File: src/rtl/hzd_pkg.sv
package hzd_pkg;

   typedef enum logic [1:0] {
      HZ_OFF   = 2'd0,
      HZ_STALL = 2'd1,
      HZ_FWD   = 2'd2,
      HZ_RSVD  = 2'd3
   } hz_mode_e;

   typedef enum logic [1:0] {
      SRC_RF  = 2'd0,
      SRC_EXE = 2'd1,
      SRC_MEM = 2'd2
   } op_src_e;

   localparam int unsigned N_STAGE = 2;
   localparam int unsigned STG_EXE = 0;
   localparam int unsigned STG_MEM = 1;

   localparam int unsigned N_OPND  = 2;
   localparam int unsigned OPND_RS = 0;
   localparam int unsigned OPND_RT = 1;

endpackage

File: src/rtl/hzd_match.sv
module hzd_match #(
   parameter int unsigned AW = 5
) (
   input  logic          wr_en_i,
   input  logic [AW-1:0] dst_i,
   input  logic          rt_cmp_i,
   input  logic [AW-1:0] rs_i,
   input  logic [AW-1:0] rt_i,
   output logic          rs_hit_o,
   output logic          rt_hit_o
);
   logic live;

   // register 0 absorbs writes, so it never produces a dependency
   assign live     = wr_en_i && (dst_i != '0);
   assign rs_hit_o = live && (dst_i == rs_i);
   assign rt_hit_o = live && rt_cmp_i && (dst_i == rt_i);
endmodule

File: src/rtl/hzd_policy.sv
module hzd_policy
   import hzd_pkg::*;
(
   input  logic [1:0] mode_i,
   input  logic       ex_hit_i,
   input  logic       mem_hit_i,
   input  logic       ex_load_i,
   output logic       stall_o,
   output logic       fwd_en_o
);
   always_comb begin
      stall_o  = 1'b0;
      fwd_en_o = 1'b0;
      case (hz_mode_e'(mode_i))
         HZ_STALL: stall_o = ex_hit_i || mem_hit_i;
         HZ_FWD: begin
            fwd_en_o = 1'b1;
            stall_o  = ex_hit_i && ex_load_i;
         end
         default: ;
      endcase
   end
endmodule

File: src/rtl/hzd_opsel.sv
module hzd_opsel
   import hzd_pkg::*;
#(
   parameter int unsigned DW = 32
) (
   input  logic          fwd_en_i,
   input  logic          ex_hit_i,
   input  logic          ex_load_i,
   input  logic          mem_hit_i,
   input  logic [DW-1:0] rf_val_i,
   input  logic [DW-1:0] ex_val_i,
   input  logic [DW-1:0] mem_val_i,
   output logic [1:0]    sel_o,
   output logic [DW-1:0] val_o
);
   op_src_e src;

   // newest producer first; a load in execute has no data yet
   always_comb begin
      if (fwd_en_i && ex_hit_i && !ex_load_i) src = SRC_EXE;
      else if (fwd_en_i && mem_hit_i)          src = SRC_MEM;
      else                                      src = SRC_RF;
   end

   always_comb begin
      case (src)
         SRC_EXE: val_o = ex_val_i;
         SRC_MEM: val_o = mem_val_i;
         default: val_o = rf_val_i;
      endcase
   end

   assign sel_o = src;
endmodule

File: src/rtl/hzd_unit.sv
module hzd_unit
   import hzd_pkg::*;
#(
   parameter int unsigned AW = 5,
   parameter int unsigned DW = 32
) (
   input  logic [1:0]    mode_i,
   input  logic [AW-1:0] dec_rs_i,
   input  logic [AW-1:0] dec_rt_i,
   input  logic [DW-1:0] dec_rs_val_i,
   input  logic [DW-1:0] dec_rt_val_i,
   input  logic          ex_wr_en_i,
   input  logic [AW-1:0] ex_dst_i,
   input  logic          ex_rt_cmp_i,
   input  logic          ex_load_i,
   input  logic [DW-1:0] ex_alu_val_i,
   input  logic          mem_wr_en_i,
   input  logic [AW-1:0] mem_dst_i,
   input  logic          mem_rt_cmp_i,
   input  logic [DW-1:0] mem_wb_val_i,
   output logic          stall_o,
   output logic [1:0]    rs_src_o,
   output logic [1:0]    rt_src_o,
   output logic [DW-1:0] rs_fwd_o,
   output logic [DW-1:0] rt_fwd_o
);
   localparam int unsigned NS = N_STAGE;
   localparam int unsigned NO = N_OPND;

   if (AW < 1 || AW > 8) begin : g_bad_aw
      $error("hzd_unit: AW must lie in 1..8");
   end
   if (DW < 1) begin : g_bad_dw
      $error("hzd_unit: DW must be at least 1");
   end

   // per-stage producer view, indexed by STG_*
   logic [NS-1:0] stg_wr, stg_rtc, rs_hit, rt_hit;
   logic [AW-1:0] stg_dst [NS];

   assign stg_wr[STG_EXE]  = ex_wr_en_i;
   assign stg_wr[STG_MEM]  = mem_wr_en_i;
   assign stg_rtc[STG_EXE] = ex_rt_cmp_i;
   assign stg_rtc[STG_MEM] = mem_rt_cmp_i;
   assign stg_dst[STG_EXE] = ex_dst_i;
   assign stg_dst[STG_MEM] = mem_dst_i;

   for (genvar s = 0; s < NS; s++) begin : g_stage
      hzd_match #(.AW(AW)) u_match (
         .wr_en_i  (stg_wr[s]),
         .dst_i    (stg_dst[s]),
         .rt_cmp_i (stg_rtc[s]),
         .rs_i     (dec_rs_i),
         .rt_i     (dec_rt_i),
         .rs_hit_o (rs_hit[s]),
         .rt_hit_o (rt_hit[s])
      );
   end

   logic fwd_en;

   hzd_policy u_policy (
      .mode_i    (mode_i),
      .ex_hit_i  (rs_hit[STG_EXE] | rt_hit[STG_EXE]),
      .mem_hit_i (rs_hit[STG_MEM] | rt_hit[STG_MEM]),
      .ex_load_i (ex_load_i),
      .stall_o   (stall_o),
      .fwd_en_o  (fwd_en)
   );

   // per-operand view, indexed by OPND_*
   logic [NO-1:0] op_ex_hit, op_mem_hit;
   logic [DW-1:0] op_rf  [NO];
   logic [DW-1:0] op_val [NO];
   logic [1:0]    op_sel [NO];

   assign op_ex_hit[OPND_RS]  = rs_hit[STG_EXE];
   assign op_ex_hit[OPND_RT]  = rt_hit[STG_EXE];
   assign op_mem_hit[OPND_RS] = rs_hit[STG_MEM];
   assign op_mem_hit[OPND_RT] = rt_hit[STG_MEM];
   assign op_rf[OPND_RS]      = dec_rs_val_i;
   assign op_rf[OPND_RT]      = dec_rt_val_i;

   for (genvar o = 0; o < NO; o++) begin : g_opnd
      hzd_opsel #(.DW(DW)) u_opsel (
         .fwd_en_i  (fwd_en),
         .ex_hit_i  (op_ex_hit[o]),
         .ex_load_i (ex_load_i),
         .mem_hit_i (op_mem_hit[o]),
         .rf_val_i  (op_rf[o]),
         .ex_val_i  (ex_alu_val_i),
         .mem_val_i (mem_wb_val_i),
         .sel_o     (op_sel[o]),
         .val_o     (op_val[o])
      );
   end

   assign rs_src_o = op_sel[OPND_RS];
   assign rt_src_o = op_sel[OPND_RT];
   assign rs_fwd_o = op_val[OPND_RS];
   assign rt_fwd_o = op_val[OPND_RT];
endmodule

File: config.mk
export PLATFORM = sky130hd
export DESIGN_NAME = hzd_unit
export DESIGN_NICKNAME = d
export VERILOG_FILES = /design/src/rtl/hzd_pkg.sv /design/src/rtl/hzd_match.sv /design/src/rtl/hzd_policy.sv /design/src/rtl/hzd_opsel.sv /design/src/rtl/hzd_unit.sv
export SDC_FILE = /design/constraint.sdc
export NUM_CORES = 1
export LEC_CHECK = 0
export ABC_CLOCK_PERIOD_IN_PS = 2160
export BUFFER_PORTS_ARGS = -buffer_cell sky130_fd_sc_hd__buf_2
export CAP_MARGIN = 40
export CORE_AREA = 2 2 87 89
export DETAILED_ROUTE_END_ITERATION = 12
export DIE_AREA = 0 0 89 91
export GPL_TIMING_DRIVEN = 1
export PLACE_DENSITY = 0.75
export SLEW_MARGIN = 20
export SYNTH_ARGS = -nofsm -noshare
export SYNTH_HDL_FRONTEND = slang
export SYNTH_SLANG_ARGS = --single-unit
File: constraint.sdc
create_clock -name vclk -period 2.16
set_clock_uncertainty 0.05 [all_clocks]
set_input_delay 0.108 -clock vclk [all_inputs]
set_output_delay 0.108 -clock vclk [all_outputs]
set_load 0.1 [all_outputs]
# Yosys cells after proc, flatten, opt, wreduce, memory -nomap -nowiden
# Cells that the tools add are included.
word_totals:
  regBits: 0
  inputBits: 155
  out_inout_bits: 69
op_classes:
  n_eq_ne: 10
  mux: 8
  n_bitwise: 2
  n_reduce_logical: 19
op_table:
  columns: ["op", "count"]
  rows:
  - ["$pmux 32 s2", 2]
  - ["$eq 5x5->1", 4]
  - ["$logic_and 1x1->1", 15]
  - ["$reduce_bool 5->1", 2]
  - ["$mux 2", 4]
  - ["$eq 2x1->1 const B", 3]
  - ["$eq 2x2->1 const B", 3]
  - ["$or 1x1->1", 2]
  - ["$pmux 1 s2", 1]
  - ["$logic_not 1->1", 1]
  - ["$logic_or 1x1->1", 1]
  - ["$mux 1", 1]

# Longest topological paths before layout
# Gate-level depths: netlist of run 1.
depth:
  ltp_word: 9
  depth_mapped: 8
  ltp_nobuf: 6

# Hierarchy
# A second synthesis of run 1 with hierarchy kept.
hier_totals:
  hier_cells: 209
  area_unflattened_um2: 1604.0
by_module_without_submodules:
  columns: ["module", "instances", "cells_each", "area_each_um2"]
  rows:
  - ["hzd_opsel", 2, 83, 639.4]
  - ["hzd_match", 2, 17, 132.6]
  - ["hzd_policy", 1, 7, 47.5]
  - ["hzd_unit", 1, 2, 12.5]

# Worst setup path after synthesis of run 1
# OpenSTA, ideal clock, no wires.
synth_timing:
  path_kind: "input -> output"
  from: "in ex_dst_i[1]"
  to: "out rs_src_o[1]"
  arrival_time_ns: 4.482
  required_ns: 2.002
  setup_slack_ns: -2.480
  stages: 6
  cell_sequence: "or4_1 o2111ai_1 or3_1 buf_4 inv_2 nor4b_1"
synth_between:
  elab_chain_cells: 6
synth_lines:
  columns: ["element", "line_no", "rtl"]
  rows:
  - ["from (decl)", "hzd_unit.sv:13", "input logic [AW-1:0] ex_dst_i,"]
  - ["$reduce_bool 5->1", "hzd_match.sv:15", "assign live = wr_en_i && (dst_i != '0);"]
  - ["$logic_and 1x1->1", "hzd_match.sv:15", null]
  - ["$logic_and 1x1->1 (*)", "hzd_match.sv:16", "assign rs_hit_o = live && (dst_i == rs_i);"]
  - ["$logic_and 1x1->1 (*) (2 in a row)", "hzd_opsel.sv:20", "if (fwd_en_i && ex_hit_i && !ex_load_i) src = SRC_EXE;"]
  - ["$mux 2 (*)", "hzd_opsel.sv:20", null]
  - ["to (decl)", "hzd_unit.sv:22", "output logic [1:0] rs_src_o,"]
# Every way passes the cells marked *; elsewhere a longest branch is shown, timed or not.

# Worst setup path in the final report of run 1
layout_timing:
  from: "in dec_rt_i[4]"
  to: "out rt_fwd_o[11]"
layout_between:
  elab_chain_cells: 7
layout_lines:
  columns: ["element", "line_no", "rtl"]
  rows:
  - ["from (decl)", "hzd_unit.sv:9", "input logic [AW-1:0] dec_rt_i,"]
  - ["$eq 5x5->1", "hzd_match.sv:17", "assign rt_hit_o = live && rt_cmp_i && (dst_i == rt_i);"]
  - ["$logic_and 1x1->1", "hzd_match.sv:17", null]
  - ["$logic_and 1x1->1 (on tied branches)", "hzd_opsel.sv:21, hzd_opsel.sv:20", null]
  - ["$mux 2 / $logic_and 1x1->1 (equally long branches)", "hzd_opsel.sv:21, hzd_opsel.sv:20", null]
  - ["$mux 2 (*)", "hzd_opsel.sv:20", null]
  - ["$eq 2x2->1 / $eq 2x1->1 (equally long branches)", "hzd_opsel.sv:26", "case (src)"]
  - ["$pmux 32 s2 (*)", "hzd_opsel.sv:26", null]
  - ["to (decl)", "hzd_unit.sv:25", "output logic [DW-1:0] rt_fwd_o"]
# Marks and branches as above.

==> results, run 1 <==
- The run finished, with violations left.
- The checks that failed: setup timing.
- The mean routed wirelength per cell is 18.9 um.
- The remaining routing DRC violations is 0.
- The peak per-stage delay on the critical path is 0.59 ns.
- Among all stages on the critical path, the largest delay is contributed by sky130_fd_sc_hd__or4b_4.
- The initial antenna violation count was 0.
- STA classifies the critical path startpoint as an input port.
- The area enclosed by the die boundary is 8100 sq um.
- The via count of the first global-routing pass is 3193.
- For this run, the number of Yosys warnings is 0.
- Setup repair after global routing could not meet its margin everywhere.
- Global routing finished with a remaining overflow of 0.
- For this design the top-level I/O count stands at 224.
- Once the floorplan was initialized, standard cells occupied 24.9% of the core.
- The maximum vdd drop is 133 uV.
- Summing all non-filler instances in the final layout gives an area of 5440 sq um.
- Dividing the detail-routed via count by the number of cells gives 5.04.
- The final setup violation count is 26.
- Relative to the synthesized area, the layout overhead comes to 206%.
- Detailed placement finished with a half-perimeter wire length of 8.60 mm.
- The leakage power figure is 2.33 nW.
- STA classifies the critical path endpoint as an output pin.
- The count of nets left with antenna violations after detail routing is 0.
- The per-instance average area after synthesis is 6.54 sq um.
- The required time of the worst setup path is 2.00 ns.
- The pin count of the biggest net entering global routing is 38.
- The post-synthesis cell area is 1780 sq um.
- The most numerous cell on the critical path is sky130_fd_sc_hd__buf_12.
- Yosys attributes the largest share of cell area to sky130_fd_sc_hd__mux2i_1 (36%), sky130_fd_sc_hd__a21oi_1 (18%), sky130_fd_sc_hd__nor2_1 (14%), sky130_fd_sc_hd__xnor2_1 (7.9%), sky130_fd_sc_hd__buf_2 (3.9%).
- The first-pass GRT wire length is 15.2 mm.
- The die width is 89 um.
- The number of different library cells in the post-synthesis netlist is 29.
- The antenna cell count is 0.
- Summed over all layers, the routed wires come to 11.6 mm.
- The signal on the critical path passes through buf_6 > xor2_1 > nor4_2 > or4b_4 > buf_12 > mux2i_2 > a21oi_4 > buf_12.
- For this run, the top clock speed supported by timing is 448 MHz.
- The placed instance area is 4960 sq um.
- Synthesis produced a netlist with a net count of 429.
- The maximum fanout encountered on the critical timing path is 13.
- The start-to-end type of the worst setup path is in -> out.
- The total of clock buffers placed in the layout is 0.
- The sequential cells in the finished layout cover a total of 0 sq um.
- The most critical setup path has its startpoint at dec_rt_i[4].
- Synthesis handed over a netlist of 272 instances.
- The worst-case setup slack after placement is -0.234 ns.
- The number of DRC markers in iteration 0 is 72.
- In this run the biggest area consumer among cell types represents 36.0% of the synthesized area.
- STA puts the critical path data arrival time at 2.08 ns.
- In the finished design the tool counted flip-flops and latches totalling 0.
- The normalized max-slew margin is 66.9%.
- The number of search-and-repair iterations in the first detailed-routing pass is 6.
- The die height is 91 um.
- The worst hold margin is 0.623 ns.
- The via count is 3085.
- The power per cell area is 244 nW/um^2.
- The commonest non-fill, non-tap cell in the layout is sky130_fd_sc_hd__buf_2.
- Counting I/O delays and the setup requirement, the final critical path takes 2.23 ns.
- After routing, the total negative slack on setup checks comes to -0.569 ns.
- Leaving out fill and tap cells, the most frequent cells in the layout are sky130_fd_sc_hd__buf_2 (154), sky130_fd_sc_hd__buf_12 (73), sky130_fd_sc_hd__nor2_1 (66), sky130_fd_sc_hd__a21oi_4 (64), sky130_fd_sc_hd__mux2i_2 (52).
- The number of core rows is 31.
- Sequential elements use 0% of the synthesized area.
- Global routing used 23.1% of the available tracks.
- The number of fill cells in the layout is 466.
- The number of failing hold endpoints at the final stage is 0.
- The global placement routability congestion is 0.860.
- At the pin with the least slew margin, the transition time is 0.500 ns.
- Max-cap violations in this run came to 0.
- The most critical setup path has its endpoint at rt_fwd_o[11].
- The final cycle utilization of the critical path is 103%.
- The number of port buffers is 224.
- The post-route netlist has 77.6% of its cells at a drive strength greater than 1.
- The floorplan step defined a core boundary enclosing 7140 sq um.
- The setup slack after layout is -0.0736 ns.
- The final-stage net count is 672.
- sky130_fd_sc_hd__mux2i_1 takes more of the synthesized area than any other cell.
- The path class of the tightest hold or removal check is in -> out.
- The final-report max-slew violation count is 0.
[where the power goes]
| part | internal [W] | leakage, nW | switching (W) |
|---|---|---|---|
| clock | 0 | 0 | 0 |
| combinational | 0.000529 | 2.33 | 0.000800 |
| sequential | 0 | 0 | 0 |
| total | 0.000529 | 2.33 | 0.000800 |
[area by class of cell]
cell class / count / area, sq um / area share (%)
Tap cell: 99 / 124 / 2.28
Multi-Input combinational cell: 246 / 2640 / 48.6
Inverter: 5 / 35.0 / 0.644
Timing Repair Buffer: 262 / 2640 / 48.5
[logic make-up after synthesis]
kind of cell,Yosys count,synth area share (%)
simple gates,91,23.2
mux,64,36.0
buf+inv,26,9.85
xor+xnor,20,9.85
compound gates,69,19.6
fa+ha+maj,2,1.41
[cell usage after synthesis, drive strengths merged]
library cell,count
or4b,1
xnor2,16
nor2b,1
buf,20
nor3,2
nor4,2
inv,5
nor3b,1
ha,2
o21ai,3
or4,2
o2111ai,1
nand3,2
mux2i,64
xor2,4
or3,2
nand2,8
nor2,68
nand4,1
a21oi,65
clkbuf,1
nor4b,1
[metal layers]
layer,up-vias,GRT usage (%),part of all wire [%]
li1,1439,-,-
met1,1469,23.1,34
met2,153,47.8,56
met3,24,3.36,7.1
met4,0,4.98,2.4
met5,-,0,0
[critical path: cells and delay by family]
| kind | cells | cell delay [ns] |
|---|---|---|
| buffers and inverters | 3 | 0.48 |
| and+or+nand+nor | 2 | 0.92 |
| muxes | 1 | 0.29 |
| xor gates and xnor gates | 1 | 0.16 |
| AOI/OAI and AO/OA | 1 | 0.11 |
[worst min-delay path by stage]
stage | from | end | slack (ns) | cells after the start
after floorplan | mem_wr_en_i | rs_src_o[1] | 0.41 | 2
after global placement | ex_alu_val_i[3] | rt_fwd_o[3] | 0.62 | 4
after detailed placement | ex_alu_val_i[4] | rs_fwd_o[4] | 0.63 | 4
after CTS | ex_alu_val_i[4] | rs_fwd_o[4] | 0.63 | 4
after global routing | ex_alu_val_i[1] | rs_fwd_o[1] | 0.64 | 4
final | ex_alu_val_i[1] | rs_fwd_o[1] | 0.62 | 4
[through the flow]
step	util, %	std cells	total power, W
after detailed placement	69.5	602	0.00126
after floorplan	-	272	0.000732
after CTS	70.7	603	0.00128
final	76.2	612	0.00133
after global routing	76.2	612	0.00137
after global placement	69.5	602	0.00124
[what timing repair did]
item,in CTS,in global routing
gates resized for setup,20,59
hold buffers,0,0
pin swaps,3,34
buffers inserted,1,5
setup endpoints to repair,36,64
gates cloned,0,5
(Power assumes the default switching activity.)
==> run 2: changes to the inputs <==
ABC_CLOCK_PERIOD_IN_PS = not set   (was 2160)
SETUP_SLACK_MARGIN = 0.2   (was not set)
==> results, run 2 (synthesis results as in run 1) <==
- The data arrival time at the worst-slack endpoint is 2.05 ns (was 2.08 ns).
- The die height is 91 um (unchanged).
- The final-stage net count is 711 (was 672).
- The number of search-and-repair iterations in the first detailed-routing pass is 4 (was 6).
- The mean routed wirelength per cell is 21.0 um (was 18.9 um).
- Result of the run: finished with violations (unchanged).
- The area enclosed by the die boundary is 8100 sq um (unchanged).
- The flip-flop and latch area was 0 sq um (unchanged).
- The total of clock buffers placed in the layout is 0 (unchanged).
- The die width is 89 um (unchanged).
- The starting utilization of the core area is 24.9% (unchanged).
- The overall routing resource usage came to 27.2% (was 23.1%).
- The quantity of hold-fixing buffers added after cts is 0 (unchanged).
- The fraction of final layout cells with drive strength greater than 1 is 79.2% (was 77.6%).
- The number of placed instances with taps included is 614 (was 602).
- The ratio of routed vias to standard cells is 5.14 (was 5.04).
- Violated checks: setup timing (unchanged).
- The net switching power of the design is 0.000826 W (was 0.000800 W).
- The post-layout instance count excluding filler cells is 651 (was 612).
- The antenna cell count is 0 (unchanged).
- The highest clock rate was 452 MHz (was 448 MHz).
- The number of DRC markers in iteration 0 is 70 (was 72).
- The minimum period implied by the final worst setup slack was 2.21 ns (was 2.23 ns).
- The count of max-cap constraint violations is 0 (unchanged).
- The power per cell area is 227 nW/um^2 (was 244 nW/um^2).
- The sum of overflow across all layers after global routing was 0 (unchanged).
- The clock network power share is 0% (about the same).
- The I/O pin count came to 224 (unchanged).
- The area of the multi-input gates came to 2710 sq um (was 2640 sq um).
- The area overhead of the layout relative to synthesis came to 241% (was 206%).
- The number of core rows is 31 (unchanged).
- The sequential cell count is 0 (unchanged).
- The family with the most delay on the worst path is simple AND/OR/NAND/NOR gates (unchanged).
- The utilization after layout is 84.9% (was 76.2%).
- The count of nets left with antenna violations after detail routing came to 0 (unchanged).
- Critical-path cell list: buf_8 > xor2_1 > nor4_2 > or4b_4 > buf_6 > mux2i_2 > a21oi_4 > buf_12 (was buf_6 > xor2_1 > nor4_2 > or4b_4 > buf_12 > mux2i_2 > a21oi_4 > buf_12).
- The leakage power figure was 2.68 nW (was 2.33 nW).
- The internal power of the cells was 0.000547 W (was 0.000529 W).
- The number of fill cells in the layout is 378 (was 466).
- The commonest non-fill, non-tap cell in the layout is sky130_fd_sc_hd__buf_2 (unchanged).
- The normalized max-slew margin was 75.8% (was 66.9%).
- The pin count of the biggest net entering global routing is 28 (was 38).
- RSZ-0062 raised after global routing: yes (unchanged).
- The final-layout setup total negative slack is -0.0968 ns (was -0.569 ns).
- The worst min-delay path category is in -> out (unchanged).
- The final cycle utilization of the critical path is 102% (was 103%).
- The number of port buffers is 224 (unchanged).
- The global placement routability congestion is 0.872 (was 0.860).
- The kind of launch point of the worst setup path is an input port (unchanged).
- The via count of the first global-routing pass is 3633 (was 3193).
- The number of failing hold endpoints at the final stage is 0 (unchanged).
- Most used cells in the layout excluding fill and tap cells: sky130_fd_sc_hd__buf_2 (148), sky130_fd_sc_hd__buf_12 (82), sky130_fd_sc_hd__a21oi_4 (64), sky130_fd_sc_hd__nor2_1 (43), sky130_fd_sc_hd__buf_4 (36) (was sky130_fd_sc_hd__buf_2 (154), sky130_fd_sc_hd__buf_12 (73), sky130_fd_sc_hd__nor2_1 (66), sky130_fd_sc_hd__a21oi_4 (64), sky130_fd_sc_hd__mux2i_2 (52)).
- The required time of the worst setup path is 2.00 ns (about the same).
- The slowest stage cell on the critical path is sky130_fd_sc_hd__or4b_4 (unchanged).
- The setup slack after layout is -0.0508 ns (was -0.0736 ns).
- The initial antenna violation count is 0 (unchanged).
- The final instance area is 6060 sq um (was 5440 sq um).
- The maximum vdd drop is 175 uV (was 133 uV).
- The peak per-stage delay on the critical path is 0.53 ns (was 0.59 ns).
- The detailed placer's ending HPWL is 8.66 mm (was 8.60 mm).
- The placeable core region is 7140 sq um (unchanged).
- The nature of the critical path endpoint is an output pin (unchanged).
- The part of the total power dissipated in sequential elements was 0% (about the same).
- The remaining routing DRC violations is 0 (unchanged).
- The switching share of total power came to 60.2% (about the same).
- The worst path buffer plus inverter count is 3 (unchanged).
- The placed instance area came to 5060 sq um (was 4960 sq um).
- The portion of total power attributed to combinational logic is 100.0% (about the same).
- The final setup violation count is 6 (was 26).
- The final-report max-slew violation count came to 0 (unchanged).
- The total detailed-routing wirelength was 13.6 mm (was 11.6 mm).
- The via count is 3348 (was 3085).
- The first-pass GRT wire length is 17.3 mm (was 15.2 mm).
- The start-to-end type of the worst setup path is in -> out (unchanged).
- The worst-margin pin slew was 0.353 ns (was 0.500 ns).
- The maximum fanout encountered on the critical timing path is 17 (was 13).
## run 2: what timing repair did
| action | 4_1_cts | 5_1_grt |
|---|---|---|
| gates resized for setup | 48 | 85 |
| setup buffers | 15 | 15 |
| setup endpoints to repair | 67 | 68 |
| pin swaps | 11 | 15 |
| gates cloned | 5 | 2 |
## run 2: final cells by class
| cell class | count | share of cell area, % |
|---|---|---|
| Tap cell | 99 | 2.05 |
| Multi-Input combinational cell | 246 | 44.8 |
| Timing Repair Buffer | 301 | 52.5 |
| Inverter | 5 | 0.620 |
## run 2: power by group through the flow
stage / logic [W] / clock network, W / registers (W)
2_1_floorplan: 0.000731 / 0 / 0
3_3_place_gp: 0.00125 / 0 / 0
3_5_place_dp: 0.00127 / 0 / 0
4_1_cts: 0.00131 / 0 / 0
5_1_grt: 0.00141 / 0 / 0
6_report: 0.00137 / 0 / 0
## run 2: final timing paths
path                   startpoint            to  slack, ns  depth (start not counted)
setup / recovery     mem_dst_i[4]  rt_fwd_o[16]      -0.05                          8
hold / removal    ex_alu_val_i[4]   rs_fwd_o[4]       0.60                          4
## run 2: routing by layer
layer | global-route usage, % | up-vias | share of wire [%]
met5 | 0 | - | 0
met4 | 8.21 | 0 | 3.8
met3 | 5.27 | 48 | 8.6
met2 | 55.1 | 204 | 55
met1 | 26.3 | 1578 | 32
li1 | - | 1518 | -
## run 2: metrics by stage
step	hold WS [ns]	total power (W)	setup slack (ns)
6_report	0.604	0.00137	-0.0508
5_1_grt	0.616	0.00141	-0.0830
4_1_cts	0.619	0.00131	0.00454
3_5_place_dp	0.618	0.00127	-0.239
3_3_place_gp	0.618	0.00125	-0.207
2_1_floorplan	0.409	0.000731	-0.299
==> run 3: changes to the inputs <==
CELL_PAD_IN_SITES_DETAIL_PLACEMENT = 2   (was not set)
CELL_PAD_IN_SITES_GLOBAL_PLACEMENT = 2   (was not set)
CORE_AREA = not set   (was 2 2 87 89)
CORE_UTILIZATION = 14   (was not set)
DIE_AREA = not set   (was 0 0 89 91)
PLACE_DENSITY = 0.94   (was 0.75)
==> results, run 3 (synthesis results as in run 1) <==
- Result of the run: finished with violations (unchanged).
- Violated checks: setup timing (unchanged).
- The sequential cell count is 0 (unchanged).
- The count of nets left with antenna violations after detail routing is 0 (unchanged).
- The via count is 3208 (was 3348).
- The minimum period implied by the final worst setup slack came to 2.22 ns (was 2.21 ns).
- The detailed placer's ending HPWL is 11.0 mm (was 8.66 mm).
- The fraction of final layout cells with drive strength greater than 1 was 78.4% (was 79.2%).
- The die height is 115 um (was 91 um).
- The final setup violation count came to 35 (was 6).
- The total detailed-routing wirelength was 16.1 mm (was 13.6 mm).
- The final cycle utilization of the critical path is 103% (was 102%).
- The die width came to 115 um (was 89 um).
- The met3 track demand over resource in global routing is 5.03% (was 5.27%).
- The maximum vdd drop is 116 uV (was 175 uV).
- The final-stage net count came to 687 (was 711).
- The placeable core region came to 12200 sq um (was 7140 sq um).
- The commonest non-fill, non-tap cell in the layout is sky130_fd_sc_hd__buf_2 (unchanged).
- The power per cell area was 231 nW/um^2 (was 227 nW/um^2).
- The met2 usage in global routing was 50.1% (was 55.1%).
- The global routing met1 resource utilization is 23.5% (was 26.3%).
- The nature of the critical path endpoint is an output pin (unchanged).
- The worst min-delay path category is in -> out (unchanged).
- The total of clock buffers placed in the layout was 0 (unchanged).
- The kind of launch point of the worst setup path is an input port (unchanged).
- The worst hold margin is 0.628 ns (was 0.604 ns).
- The number of search-and-repair iterations in the first detailed-routing pass is 4 (unchanged).
- The sum of overflow across all layers after global routing is 0 (unchanged).
- The start-to-end type of the worst setup path was in -> out (unchanged).
- The remaining routing DRC violations came to 0 (unchanged).
- The initial antenna violation count is 1 (was 0).
- The switching share of total power was 60.1% (was 60.2%).
- The internal power of the cells is 0.000555 W (was 0.000547 W).
- The I/O pin count is 224 (unchanged).
- The number of port buffers is 224 (unchanged).
- The leakage power figure came to 2.53 nW (was 2.68 nW).
- The number of DRC markers in iteration 0 is 67 (was 70).
- The normalized max-slew margin is 80.7% (was 75.8%).
- The pin count of the biggest net entering global routing is 33 (was 28).
- The mean routed wirelength per cell is 23.1 um (was 21.0 um).
- The data arrival time at the worst-slack endpoint was 2.06 ns (was 2.05 ns).
- The count of max-cap constraint violations is 0 (unchanged).
- The portion of total power attributed to combinational logic is 100.0% (about the same).
- The number of placed instances with taps included is 671 (was 614).
- The post-layout instance count excluding filler cells is 696 (was 651).
- The ratio of routed vias to standard cells is 4.61 (was 5.14).
- The maximum fanout encountered on the critical timing path is 17 (unchanged).
- The area enclosed by the die boundary is 13200 sq um (was 8100 sq um).
- The worst-margin pin slew is 0.282 ns (was 0.353 ns).
- Most used cells in the layout excluding fill and tap cells: sky130_fd_sc_hd__buf_2 (149), sky130_fd_sc_hd__buf_12 (77), sky130_fd_sc_hd__nor2_1 (66), sky130_fd_sc_hd__a21oi_4 (64), sky130_fd_sc_hd__mux2i_2 (32) (was sky130_fd_sc_hd__buf_2 (148), sky130_fd_sc_hd__buf_12 (82), sky130_fd_sc_hd__a21oi_4 (64), sky130_fd_sc_hd__nor2_1 (43), sky130_fd_sc_hd__buf_4 (36)).
- The via count of the first global-routing pass was 3933 (was 3633).
- The setup slack after layout was -0.0625 ns (was -0.0508 ns).
- The highest clock rate is 450 MHz (was 452 MHz).
- The required time of the worst setup path was 2.00 ns (about the same).
- The part of the total power dissipated in sequential elements is 0% (about the same).
- The clock network power share is 0% (about the same).
- The overall routing resource usage is 23.8% (was 27.2%).
- The antenna cell count was 0 (unchanged).
- The first-pass GRT wire length is 23.3 mm (was 17.3 mm).
- The starting utilization of the core area is 14.6% (was 24.9%).
- The area overhead of the layout relative to synthesis is 238% (was 241%).
- The number of core rows is 40 (was 31).
- RSZ-0062 raised after global routing: yes (unchanged).
- The flip-flop and latch area came to 0 sq um (unchanged).
- The number of failing hold endpoints at the final stage came to 0 (unchanged).
- The final-report max-slew violation count is 0 (unchanged).
- The global placement routability congestion came to 0.792 (was 0.872).
- The quantity of hold-fixing buffers added after cts came to 0 (unchanged).
- The net switching power of the design came to 0.000835 W (was 0.000826 W).
- The busiest layer in global routing is met2 (unchanged).
## run 3: cell count changes in the layout (fill, tap and decap cells not counted), moves of 5 or more
cell,change
sky130_fd_sc_hd__nor2_1,+23
sky130_fd_sc_hd__mux2i_4,+23
sky130_fd_sc_hd__buf_8,-6
sky130_fd_sc_hd__buf_12,-5
sky130_fd_sc_hd__buf_4,-13
sky130_fd_sc_hd__nor2_4,-21
sky130_fd_sc_hd__mux2i_1,-26
## run 3: area by class of cell
cell class | instances | area [sq um]
Fill cell | 1224 | 6190
Timing Repair Buffer | 277 | 2930
Multi-Input combinational cell | 246 | 2840
Tap cell | 168 | 210
Inverter | 5 | 35.0
## run 3: what timing repair did
item | in CTS | in global routing
setup endpoints to repair | 67 | 67
pin swaps | 24 | 18
resized for setup | 92 | 32
cloned | 9 | 0
setup buffers | 12 | 4
## run 3: routing by layer
| layer | up-vias | routed length [um] |
|---|---|---|
| met2 | 162 | 9330 |
| met5 | - | 18 |
| met1 | 1544 | 5340 |
| li1 | 1477 | - |
| met4 | 2 | 287 |
| met3 | 23 | 1140 |
## run 3: stage by stage
step	power [W]	TNS [ns]	setup slack (ns)	area, sq um	utilization [%]
floorplan	0.000731	-0.579	-0.299	2560	-
global placement	0.00124	-2.31	-0.130	5050	41.3
detailed placement	0.00128	-5.45	-0.194	5050	41.3
CTS	0.00136	-0.646	-0.0456	5790	47.4
global route	0.00144	-4.62	-0.142	6020	49.3
finish	0.00139	-0.550	-0.0625	6020	49.3
## run 3: path summary, 6_finish.rpt
path | startpoint | end | cells past startpoint | slack, ns
min | ex_alu_val_i[9] | rt_fwd_o[9] | 4 | 0.63
max | dec_rt_i[4] | rt_fwd_o[14] | 8 | -0.06
## run 3: power groups by stage
stage          combinational [W]  sequential [W]  clock [W]
3_3_place_gp             0.00124               0          0
2_1_floorplan           0.000731               0          0
4_1_cts                  0.00136               0          0
5_1_grt                  0.00144               0          0
6_report                 0.00139               0          0
3_5_place_dp             0.00128               0          0
## run 3: critical path, stage by stage
cell and delay, ns:
sky130_fd_sc_hd__buf_6 0.10, sky130_fd_sc_hd__xor2_1 0.16, sky130_fd_sc_hd__nor4_2 0.31, sky130_fd_sc_hd__or4b_4 0.57, sky130_fd_sc_hd__buf_12 0.22, sky130_fd_sc_hd__mux2i_2 0.19
sky130_fd_sc_hd__a21oi_4 0.19, sky130_fd_sc_hd__buf_12 0.20
